File: src/rtl/bitcount_pkg.sv
package bitcount_pkg;
  localparam int unsigned DATA_W = 64;
  localparam int unsigned CNT_W  = $clog2(DATA_W) + 1;
  localparam int unsigned N_SEW  = 4;

  typedef enum logic [1:0] {
    OP_LEAD  = 2'b00,
    OP_TRAIL = 2'b01,
    OP_ONES  = 2'b10,
    OP_NONE  = 2'b11
  } count_op_e;

  function automatic logic [CNT_W-1:0] sew_of(input logic [1:0] code);
    return CNT_W'(8) << code;
  endfunction
endpackage

File: src/rtl/bc_elem_prep.sv
module bc_elem_prep
  import bitcount_pkg::*;
#(
  parameter int unsigned W = DATA_W
) (
  input  logic [W-1:0] operand,
  input  logic [1:0]   width,
  output logic [W-1:0] low_elem,
  output logic [W-1:0] top_elem
);
  logic [W-1:0] low_c [N_SEW];
  logic [W-1:0] top_c [N_SEW];

  for (genvar g = 0; g < int'(N_SEW); g++) begin : g_sew
    localparam int unsigned EW = 8 << g;
    if (EW == W) begin : g_full
      assign low_c[g] = operand;
      assign top_c[g] = operand;
    end else begin : g_part
      assign low_c[g] = {{(W-EW){1'b0}}, operand[EW-1:0]};
      assign top_c[g] = {operand[EW-1:0], {(W-EW){1'b0}}};
    end
  end

  assign low_elem = low_c[width];
  assign top_elem = top_c[width];
endmodule

File: src/rtl/bc_trail_count.sv
module bc_trail_count #(
  parameter int unsigned W = 64,
  localparam int unsigned CW = $clog2(W) + 1
) (
  input  logic [W-1:0]  vec,
  output logic [CW-1:0] cnt
);
  always_comb begin
    cnt = CW'(W);
    for (int i = int'(W) - 1; i >= 0; i--) begin
      if (vec[i]) cnt = CW'(i);
    end
  end

  always_comb begin
    p_trail_bound_r6: assert (cnt <= CW'(W));
  end
endmodule

File: src/rtl/bc_pop_count.sv
module bc_pop_count #(
  parameter int unsigned W = 64,
  localparam int unsigned CW = $clog2(W) + 1
) (
  input  logic [W-1:0]  vec,
  output logic [CW-1:0] cnt
);
  always_comb begin
    cnt = '0;
    for (int i = 0; i < int'(W); i++) cnt = cnt + CW'(vec[i]);
  end

  always_comb begin
    p_pop_empty_r8: assert ((vec != '0) || (cnt == '0));
  end
endmodule

File: src/rtl/elem_bitcount.sv
module elem_bitcount
  import bitcount_pkg::*;
(
  input  logic        clk,
  input  logic        rst_n,
  input  logic        in_valid,
  output logic        in_ready,
  input  logic [63:0] in_operand,
  input  logic [1:0]  in_width,
  input  logic [1:0]  in_op,
  output logic        out_valid,
  input  logic        out_ready,
  output logic [63:0] out_result
);
  logic [DATA_W-1:0] low_elem, top_elem, top_rev;
  logic [CNT_W-1:0]  trail_cnt, lead_raw, ones_cnt, sew, lead_cnt, trail_clip, res_d;
  logic [CNT_W-1:0]  res_q;
  logic [1:0]        width_q;
  logic              valid_q;

  bc_elem_prep #(.W(DATA_W)) u_prep (
    .operand(in_operand), .width(in_width),
    .low_elem(low_elem), .top_elem(top_elem)
  );

  for (genvar b = 0; b < int'(DATA_W); b++) begin : g_rev
    assign top_rev[b] = top_elem[DATA_W-1-b];
  end

  bc_trail_count #(.W(DATA_W)) u_trail (.vec(low_elem), .cnt(trail_cnt));
  bc_trail_count #(.W(DATA_W)) u_lead  (.vec(top_rev),  .cnt(lead_raw));
  bc_pop_count   #(.W(DATA_W)) u_ones  (.vec(low_elem), .cnt(ones_cnt));

  assign sew        = sew_of(in_width);
  assign lead_cnt   = (lead_raw  > sew) ? sew : lead_raw;
  assign trail_clip = (trail_cnt > sew) ? sew : trail_cnt;

  always_comb begin
    unique case (count_op_e'(in_op))
      OP_LEAD:  res_d = lead_cnt;
      OP_TRAIL: res_d = trail_clip;
      OP_ONES:  res_d = ones_cnt;
      default:  res_d = '0;
    endcase
  end

  assign in_ready = !valid_q || out_ready;

  always_ff @(posedge clk or negedge rst_n) begin
    if (!rst_n) begin
      valid_q <= 1'b0;
      res_q   <= '0;
      width_q <= '0;
    end else if (in_ready) begin
      valid_q <= in_valid;
      if (in_valid) begin
        res_q   <= res_d;
        width_q <= in_width;
      end
    end
  end

  assign out_valid  = valid_q;
  assign out_result = {{(64-CNT_W){1'b0}}, res_q};

  p_stall_hold_r3: assert property (@(posedge clk) disable iff (!rst_n)
    (out_valid && !out_ready) |=> (out_valid && $stable(out_result)));
  p_accept_r2: assert property (@(posedge clk) disable iff (!rst_n)
    (in_valid && in_ready) |=> out_valid);
  p_count_range_r7: assert property (@(posedge clk) disable iff (!rst_n)
    out_valid |-> (out_result <= 64'(sew_of(width_q))));
  p_upper_zero_r10: assert property (@(posedge clk) disable iff (!rst_n)
    out_valid |-> (out_result[63:7] == '0));
endmodule

File: config.mk
export PLATFORM = sky130hd
export DESIGN_NAME = elem_bitcount
export DESIGN_NICKNAME = d
export VERILOG_FILES = /design/src/rtl/bitcount_pkg.sv /design/src/rtl/bc_elem_prep.sv /design/src/rtl/bc_trail_count.sv /design/src/rtl/bc_pop_count.sv /design/src/rtl/elem_bitcount.sv
export SDC_FILE = /design/constraint.sdc
export NUM_CORES = 1
export LEC_CHECK = 0
export BUFFER_PORTS_ARGS = -buffer_cell sky130_fd_sc_hd__buf_2
export CORE_MARGIN = 4
export CORE_UTILIZATION = 47
export CTS_CLUSTER_SIZE = 24
export DETAILED_ROUTE_END_ITERATION = 10
export PLACE_DENSITY = 0.71
export SLEW_MARGIN = 20
export SYNTH_ARGS = -nofsm -noshare
export SYNTH_HDL_FRONTEND = slang
export SYNTH_SLANG_ARGS = --single-unit
File: constraint.sdc
create_clock -name clk -period 1.5 [get_ports clk]
set_clock_uncertainty 0.2 [all_clocks]
set_input_delay 0.3 -clock clk [delete_from_list [all_inputs] [get_ports clk]]
set_output_delay 0.3 -clock clk [all_outputs]
set_load 0.02 [all_outputs]
# ---- After elaboration in Yosys (flattened, before gate mapping)
# Cells that the tools add are included.
dict set report word_totals {
  inputBits 72
  reg_bits 8
  out_inout_bits 66
  word_cells 213
}
dict set report op_classes {
  mux 137
  n_shift 1
  add_sub_neg 63
  n_lt_le_gt_ge 3
  n_bitwise 1
  n_eq_ne 2
  reduce_logical 4
}
# op n
set op_table {}
lappend op_table {{7-bit 2-to-1 mux} 130}
lappend op_table {{7-bit by 1-bit adder with 7-bit output} 62}
lappend op_table {{64-bit binary-select mux with 2-bit select} 2}
lappend op_table {{64-bit 2-to-1 mux} 4}
lappend op_table {{7-bit one-hot mux with 3 select lines} 1}
lappend op_table {{7-bit > comparator} 2}
lappend op_table {{4-bit by 2-bit << shifter with 7-bit output, first input constant} 1}
lappend op_table {{3-bit greater-or-equal comparator, second input constant} 1}
lappend op_table {{2-bit NOT with 3-bit output} 1}
lappend op_table {{1-bit by 1-bit adder with 2-bit output} 1}
lappend op_table {{2-bit by 1-bit == test with 1-bit output, second input constant} 1}
lappend op_table {{2-bit == test, second input constant} 1}
lappend op_table {{2-bit zero test} 1}
lappend op_table {{2-bit AND reduction} 1}
lappend op_table {{1-bit zero test} 1}
lappend op_table {{1-bit logical OR} 1}

# ---- Longest topological paths before layout
# Gate-level depths: netlist of the first run.
dict set report logic_depth {
  depth_word 71
  depth_mapped 32
  mapped_depth_nobuf 28
}

# ---- By module
# A second synthesis of the first run with hierarchy kept.
dict set report hier_totals {
  cells_unflattened 788
  hier_area_um2 5936.9
}
# module seq_area_each_um2 n_inst area_each_um2 cells_per_inst
set by_module_without_submodules {}
lappend by_module_without_submodules {bc_pop_count 0.0 1 1722.9 172}
lappend by_module_without_submodules {bc_trail_count 0.0 2 859.6 147}
lappend by_module_without_submodules {bc_elem_prep 0.0 1 1350.0 186}
lappend by_module_without_submodules {elem_bitcount 200.2 1 1144.8 136}

# ---- Worst setup path after synthesis of the first run
# OpenSTA, ideal clock, no wires.
dict set report synth_path {
  path_type {input-to-reg}
  start {input port in_width[0]}
  end {register res_q[4]}
  setup_time_ns 0.124
  path_slack_ns -5.983
  t_required_ns 1.176
  t_arrival_ns 7.159
  cell_stages 28
  n_path_buf 4
  path_cell_list {and2_1 buf_2 inv_2 buf_2 buf_1 buf_1 nor2_1 fa_1 inv_1 fa_1 inv_1 fa_1 inv_1 fa_1 inv_1 fa_1 inv_1 fa_1 fa_1 fa_1 fa_1 fa_1 nor2b_1 o21ai_0 nand2b_1 xor2_1 a22o_1 a211o_1}
}
dict set report synth_via {
  elab_chain_len 71
  elab_cells_between_ends 204
  classes_between {add/sub (63); order compare (2); shift (1); mux (137); bitwise (1)}
}
# element line
set synth_rtl {}
lappend synth_rtl {{from (decl)} elem_bitcount.sv:9} ;# input logic [1:0] in_width,
lappend synth_rtl {{parallel branches: the longest is 70 deep, another holds 7-bit by 1-bit adder with 7-bit output} -}
lappend synth_rtl {{7-bit one-hot mux with 3 select lines (*)} elem_bitcount.sv:39} ;# unique case (count_op_e'(in_op))
lappend synth_rtl {{to (signal assigned)} elem_bitcount.sv:57} ;# res_q <= res_d;
lappend synth_rtl {{to (decl)} elem_bitcount.sv:17} ;# logic [CNT_W-1:0] res_q;
# Mark *: on every way between the ends. The select of a mux whose other input is x is not followed.
# A chain may end at the register's enable or synchronous reset.

# ---- Final worst setup path of the first run
# Ends and elaborated chain as after synthesis.

==> results by group, run 1 <==
Outcome
  – Outcome: finished, violations left
  – Failing checks: negative setup slack

Detailed routing
  – Routed WL: 23.8 mm
  – Routed vias: 6814
  – DR pass1 iterations: 5
  – DR iter-0 viols: 1042
  – Vias per cell: 6.04
  – Wirelength per Cell: 21.1 µm
  – Post-route ant nets: 0
  – DRC violations left: 0

Global routing
  – Initial antenna violation count: 0
  – Vias in the first global route: 6736
  – Pin count of the biggest net entering global routing: 47
  – Total track usage: 36.0%
  – GR Overflow Total: 0
  – Wire length of the first global-routing pass: 36.6 mm

Layout
  – Area delta synth->final: 38.5%
  – Final #Nets: 1141
  – ANT cells: 0
  – Fillers: 933
  – Finished Cell Area: 7480 µm²
  – Share of cells above drive strength 1: 34.4%

Clock tree
  – CTS tree: done
  – Num Clock Sinks: 8
  – Clock slew seen by the registers of the worst setup and hold paths: 40 ps
  – H-tree Lvls: 1
  – Clk Tree Root Cell: clkbuf_16
  – TritonCTS buffer count: 3
  – CTS max path bufs: 2
  – Worst-Skew Late Latency: 240 ps

Power and ir drop
  – Sw Share: 46.6%
  – Seq pwr share: 2.6%
  – Cell area power density: 1550 nW/µm²
  – Leak: 0.00381 µW
  – Max IR drop VDD: 4340 µV
  – Clock power frac: 4.0%
  – Combinational share of power: 93.3%
  – Pint: 6180 µW
  – Switching power: 5390 µW
  – Design Power: 11600 µW

Placement
  – Placed wire-length estimate: 19.8 mm
  – RePlAce Congestion: 1.09
  – Placement-stage cell area: 7210 µm²
  – DP Worst Slack: -5500 ps
  – Port Buffers: 80

Synth
  – Syn avg cell area: 7.41 µm²
  – Register area share after synthesis: 3.70%
  – Adder-cell area share of the yosys netlist: 25.6%
  – Synth top area share: 20.0%
  – Ys async rst share: 100%
  – Synth cell count leaders: 81 x inv_1, 73 x nor2_1, 66 x nand2_1, 59 x buf_4, 54 x fa_1
  – Netlist cell types: 72
  – Mux cell area share after synthesis: 7.46%
  – FF+latch count, synth: 8
  – Post-synth EDFFs: 0
  – Mapped cell area: 5400 µm²
  – Count leader, synth: inv_1
  – Yosys warns: 0
  – Synth area leaders: fa_1 20%, buf_4 8.2%, inv_1 5.6%
  – Mapped Cells: 729
  – Area leader, netlist: fa_1
  – XOR/XNOR Fraction of Synth Area: 0.648%
  – Top_reg_cell synth: dfrtp_1
  – Largest family of logic cells by synthesized area: adder cells
  – Synth Area in Compound Gates: 21.5%
  – Simple-Gate Fraction of Synth Area: 24.3%

Critical path
  – WP data required: 1410 ps
  – Critical path buffer and inverter count: 5
  – Top delay family on crit path: adder cells
  – CP cell instances: buf_12 > and2_4 > buf_12 > buf_8 > nand2_4 > fa_1 > fa_2 > fa_1 > fa_1 > inv_2 > fa_1 > inv_1 > fa_1 > fa_1 > fa_1 > fa_2 > fa_2 > nor2b_1 > o21ai_1 > nand2b_1 > xor2_1 > a22o_1 > a211o_1
  – Critical path's slowest cell: fa_1
  – Startpoint Class: primary input
  – Worst Path Arrival: 6510 ps
  – Critical path type: primary input to flip-flop
  – Peak fanout along the critical path: 6
  – Max stage delay on crit path: 570 ps
  – Most frequent CP cell: fa_1
  – Capturing element type of the critical path: flip-flop

STA
  – Setup ws final: -5100 ps
  – Setup violations, final: 7
  – Count of pins over their slew limit: 0
  – Tcrit/Tclk final: 440%
  – Hold Vio Cnt, Final: 0
  – RSZ-0062 raised after global routing: true
  – Tmin final: 6600 ps
  – Max Freq: 151 MHz
  – Rel. slew slack: 44.9%
  – Worst-Margin Slew: 824 ps

Run
  – Maxcap violations: 0

Die
  – Die Ht: 115 µm
  – Core area: 11000 µm²
  – Initial Utilization: 49.0%
  – IO Pins: 138
  – Die Area: 13300 µm²
  – Die W: 115 µm
  – Rows: 38

Hold path
  – Hold WC Path Type: primary input to flip-flop
[path summary, 6_finish.rpt]
path / start / to / slack (ps) / depth (start not counted)
min in group asynchronous: rst_n / res_q[1]$_DFFE_PN0P_ / 230 / 2
worst max register to register: out_valid$_DFFE_PN0N_ / res_q[4]$_DFFE_PN0P_ / -470 / 6
worst min register to register: res_q[0]$_DFFE_PN0P_ / res_q[0]$_DFFE_PN0P_ / 300 / 1
max in group asynchronous: rst_n / res_q[2]$_DFFE_PN0P_ / 690 / 2
worst min-delay path: in_valid / out_valid$_DFFE_PN0N_ / 80 / 2
worst max-delay path: in_width[0] / res_q[4]$_DFFE_PN0P_ / -5100 / 23
[power by group through the flow]
stage	logic [µW]	clock network [µW]	registers, µW
floorplan	6870	0	372
finish	10800	468	305
detailed placement	10600	0	307
CTS	10700	470	305
global placement	10300	0	307
global route	11800	482	311
[placed cells by master (no fill, tap or decap), types with 37 or more instances in the layout]
master   count
buf_4      210
nor2_1      71
nand2_1     65
buf_2       77
inv_1       78
fa_1        50
a21oi_1     37
conb_1      57
[cell type report]
type	instances	area (µm²)	share of cell area (%)
timing repair buffer	296	2140	28.6
sequential	8	200	2.67
clock buffer	3	75.1	1.00
tap	140	175	2.34
multi-input combinational	600	4580	61.2
inverter	82	315	4.21
[worst reg2reg max path, stage by stage (launching register included)]
cell      delay [ps]
dfrtp_1          370
nand2b_1          90
nand2_1           90
nor3_1           580
nand2_1          130
mux2i_1          270
a211o_1          160
[kinds of logic (layout without fill, tap and decap cells)]
family	count (synthesis)	in the layout
AND/OR/NAND/NOR	263	263
buffers and inverters	177	381
AO/OA/AOI/OAI	169	169
adder cells (fa/ha/maj)	78	78
multiplexers	29	29
flip-flops	8	8
XOR/XNOR	4	4
other	1	57
[registers in the layout, summed over array words and instances (netlist names)]
signal	cells
out_valid	1
res_q	7
[layer usage]
layer / routed length [µm] / GRT usage, % / up-vias
li1: - / - / 2959
met1: 9240 / 50.1 / 3242
met2: 10400 / 54.4 / 530
met3: 3120 / 7.84 / 83
met4: 1040 / 14.9 / 0
met5: 0 / 0 / -
[repair_timing]
item	4_1_cts	5_1_grt
hold buffers	1	0
cloned	2	0
gates resized for setup	22	7
pin swaps	19	11
hold endpoints to repair	8	0
endpoints found under the setup margin	7	8
buffers inserted	7	0
[metrics by stage]
stage / utilization [%] / TNS, ps / std cells / hold WS (ps)
6_report: 67.9 / -34580 / 1129 / 79.2
5_1_grt: 67.9 / -35860 / 1129 / 86.7
4_1_cts: 67.7 / -34690 / 1129 / 76.6
3_5_place_dp: 65.3 / -37350 / 1116 / -49.8
3_3_place_gp: 65.3 / -36680 / 1116 / -52.5
2_1_floorplan: - / -36210 / 785 / -196
Note: power is estimated with default switching activity, not from simulation.
==> run 2: changes to the inputs <==
--- a/config.mk
+++ b/config.mk
@@ -7,11 +7,10 @@
 export LEC_CHECK = 0
 export BUFFER_PORTS_ARGS = -buffer_cell sky130_fd_sc_hd__buf_2
 export CORE_MARGIN = 4
-export CORE_UTILIZATION = 47
+export CORE_UTILIZATION = 50
 export CTS_CLUSTER_SIZE = 24
 export DETAILED_ROUTE_END_ITERATION = 10
-export PLACE_DENSITY = 0.71
-export SLEW_MARGIN = 20
+export PLACE_DENSITY = 0.75
 export SYNTH_ARGS = -nofsm -noshare
 export SYNTH_HDL_FRONTEND = slang
 export SYNTH_SLANG_ARGS = --single-unit
==> run 2 against run 1 <==
Net effect:
- the flow still finishes with violations (negative setup slack)
- combinational power is 4% higher
- total power increased by 2.0%
- critical path depth grew 1
- sequential power hardly changed
- via count decreased by 1.4%
- final cell count shrank 0.53%
- sequential share of layout area hardly changed
- critical endpoint unchanged
- highest routed layer unchanged
==> results by group, run 2 (same netlist as run 1, synthesis figures left out) <==
Power and ir drop
  – Leak: 0.00377 µW (-0.83%)
  – Cell area power density: 1580 nW/µm² (+2.5%)
  – Max IR drop VDD: 5930 µV (+37%)

STA
  – Worst-Margin Slew: 837 ps (+13.1 ps)
  – RSZ-0062 raised after global routing: true
  – Setup TNS: -34480 ps (+97.7 ps)
  – Count of pins over their slew limit: 0 (unchanged)
  – Tcrit/Tclk final: 441% (about the same)
  – Max Freq: 151 MHz (about the same)
  – Hold slack: 75.4 ps (-3.87 ps)
  – Hold Vio Cnt, Final: 0 (unchanged)
  – Tmin final: 6610 ps (+6.23 ps)
  – Rel. slew slack: 43.7% (-1.2 points)
  – Setup ws final: -5110 ps (-6.23 ps)
  – Setup violations, final: 7 (unchanged)

Critical path
  – WP data required: 1420 ps (about the same)
  – Critical path type: primary input to flip-flop
  – Startpoint Class: primary input
  – Worst Path Arrival: 6530 ps (+20 ps)
  – Capturing element type of the critical path: flip-flop
  – Peak fanout along the critical path: 6 (unchanged)

Clock tree
  – H-tree Lvls: 1 (unchanged)
  – TritonCTS buffer count: 3 (unchanged)
  – Clk Tree Root Cell: clkbuf_8
  – Worst-Skew Late Latency: 240 ps (about the same)
  – CTS max path bufs: 2 (unchanged)
  – Clock slew seen by the registers of the worst setup and hold paths: 50 ps (about the same)
  – Num Clock Sinks: 8 (unchanged)
  – CTS tree: done

Detailed routing
  – DRC violations left: 0 (unchanged)
  – Routed vias: 6721 (-1.4%)
  – DR pass1 iterations: 5 (unchanged)
  – Vias per cell: 5.98 (-0.84%)
  – Post-route ant nets: 0 (unchanged)
  – Routed WL: 24.3 mm (+2.1%)
  – DR iter-0 viols: 928 (-11%)
  – Wirelength per Cell: 21.6 µm (+2.7%)

Layout
  – Commonest non-fill, non-tap cell in the layout: buf_4
  – Final core utilization: 71.5% (+3.7 points)
  – Share of cells above drive strength 1: 35.4% (+0.98 points)
  – Finished Cell Area: 7450 µm² (-0.48%)
  – Area delta synth->final: 37.8%
  – Commonest non-fill, non-tap cells in the layout: 207 x buf_4, 78 x buf_2, 76 x inv_1
  – Final #Nets: 1139 (-0.18%)
  – ANT cells: 0 (unchanged)
  – Top reg by flops: res_q
  – Largest register FFs: 7 (unchanged)

Die
  – IO Pins: 138 (unchanged)
  – Rows: 37 (-2.6%)
  – Core area: 10400 µm² (-5.6%)
  – Initial Utilization: 51.9% (+2.9 points)
  – Die Area: 12500 µm² (-5.6%)
  – Die W: 112 µm (-2.8%)
  – Die Ht: 112 µm (-2.8%)

Global routing
  – Pin count of the biggest net entering global routing: 34 (-28%)
  – Total track usage: 37.6% (+1.6 points)
  – Wire length of the first global-routing pass: 36.7 mm (+0.30%)
  – Vias in the first global route: 6661 (-1.1%)
  – Initial antenna violation count: 0 (unchanged)
  – GR Overflow Total: 0 (unchanged)

Placement
  – DP Worst Slack: -5450 ps (+48.4 ps)
  – RePlAce Congestion: 1.04 (-4.9%)
  – Placed wire-length estimate: 20.2 mm (+2.4%)
  – Port Buffers: 80 (unchanged)
  – Placement-stage cell area: 7230 µm² (+0.35%)

Outcome
  – Failing checks: negative setup slack
  – Outcome: finished, violations left

Hold path
  – Hold WC Path Type: primary input to flip-flop

Run
  – Maxcap violations: 0 (unchanged)
-- run 2: cell types whose count changed in the layout (fill, tap and decap cells not counted), moves of 3 or more --
cell / change
fa_1: -4
nand2_2: +4
clkbuf_16: -3
fa_2: +4
clkbuf_8: +3
buf_4: -3
nand2_1: -3
-- run 2: layout make-up --
cell class              count  area (µm²)
well taps                 136         170
fillers                   886        2970
inverters                  82         310
repair buffers            294        2130
clock buffers               3        41.3
multi-input cells         600        4600
flip-flops and latches      8         200
-- run 2: worst max-delay path, cell delays in order --
cell      delay [ps]
buf_12           120
buf_12           140
and3_4           180
fa_1             540
inv_1             50
fa_1             500
inv_2             50
fa_1             480
inv_1             50
fa_1             490
inv_2             40
fa_1             500
inv_2             40
fa_1             580
fa_1             440
fa_1             460
fa_2             360
fa_2             360
nor2b_1          120
o21ai_1           80
nand2b_1         140
xor2_1            90
a22o_1           200
a211o_1          220
-- run 2: where the power goes --
group          switching [µW]  total (µW)  internal, µW
registers                28.3         307           278
clock network             103         279           176
logic                    5430       11200          5790
-- run 2: stage by stage --
stage	power, µW	cells
6_report	11800	1123
5_1_grt	12900	1123
4_1_cts	11700	1123
3_5_place_dp	11100	1116
3_3_place_gp	10800	1116
2_1_floorplan	7240	785
-- run 2: path summary, 6_finish.rpt --
kind	to	depth (start not counted)	startpoint	slack (ps)
min in group asynchronous	res_q[1]$_DFFE_PN0P_	2	rst_n	260
min reg2reg	res_q[1]$_DFFE_PN0P_	2	res_q[1]$_DFFE_PN0P_	310
min	out_valid$_DFFE_PN0N_	2	in_valid	80
max in group asynchronous	res_q[3]$_DFFE_PN0P_	2	rst_n	650
max	res_q[4]$_DFFE_PN0P_	24	in_width[1]	-5110
max reg2reg	res_q[5]$_DFFE_PN0P_	6	out_valid$_DFFE_PN0N_	-580
-- run 2: timing repair --
| action | CTS | global route |
|---|---|---|
| buffers inserted | 1 | 0 |
| setup endpoints to repair | 7 | 7 |
| hold endpoints to repair | 8 | 0 |
| pin swaps | 16 | 15 |
| resized for setup | 27 | 10 |
| cloned | 3 | 0 |
| hold buffers | 1 | 0 |
-- run 2: routing by layer --
metal / part of all wire [%] / up-vias / wire length [µm] / GRT usage (%)
met1: 39 / 3231 / 9560 / 52.0
met3: 12 / 63 / 2940 / 8.26
li1: - / 2961 / - / -
met5: 0 / - / 0 / 0
met4: 3.8 / 0 / 915 / 11.9
met2: 45 / 466 / 10900 / 59.0
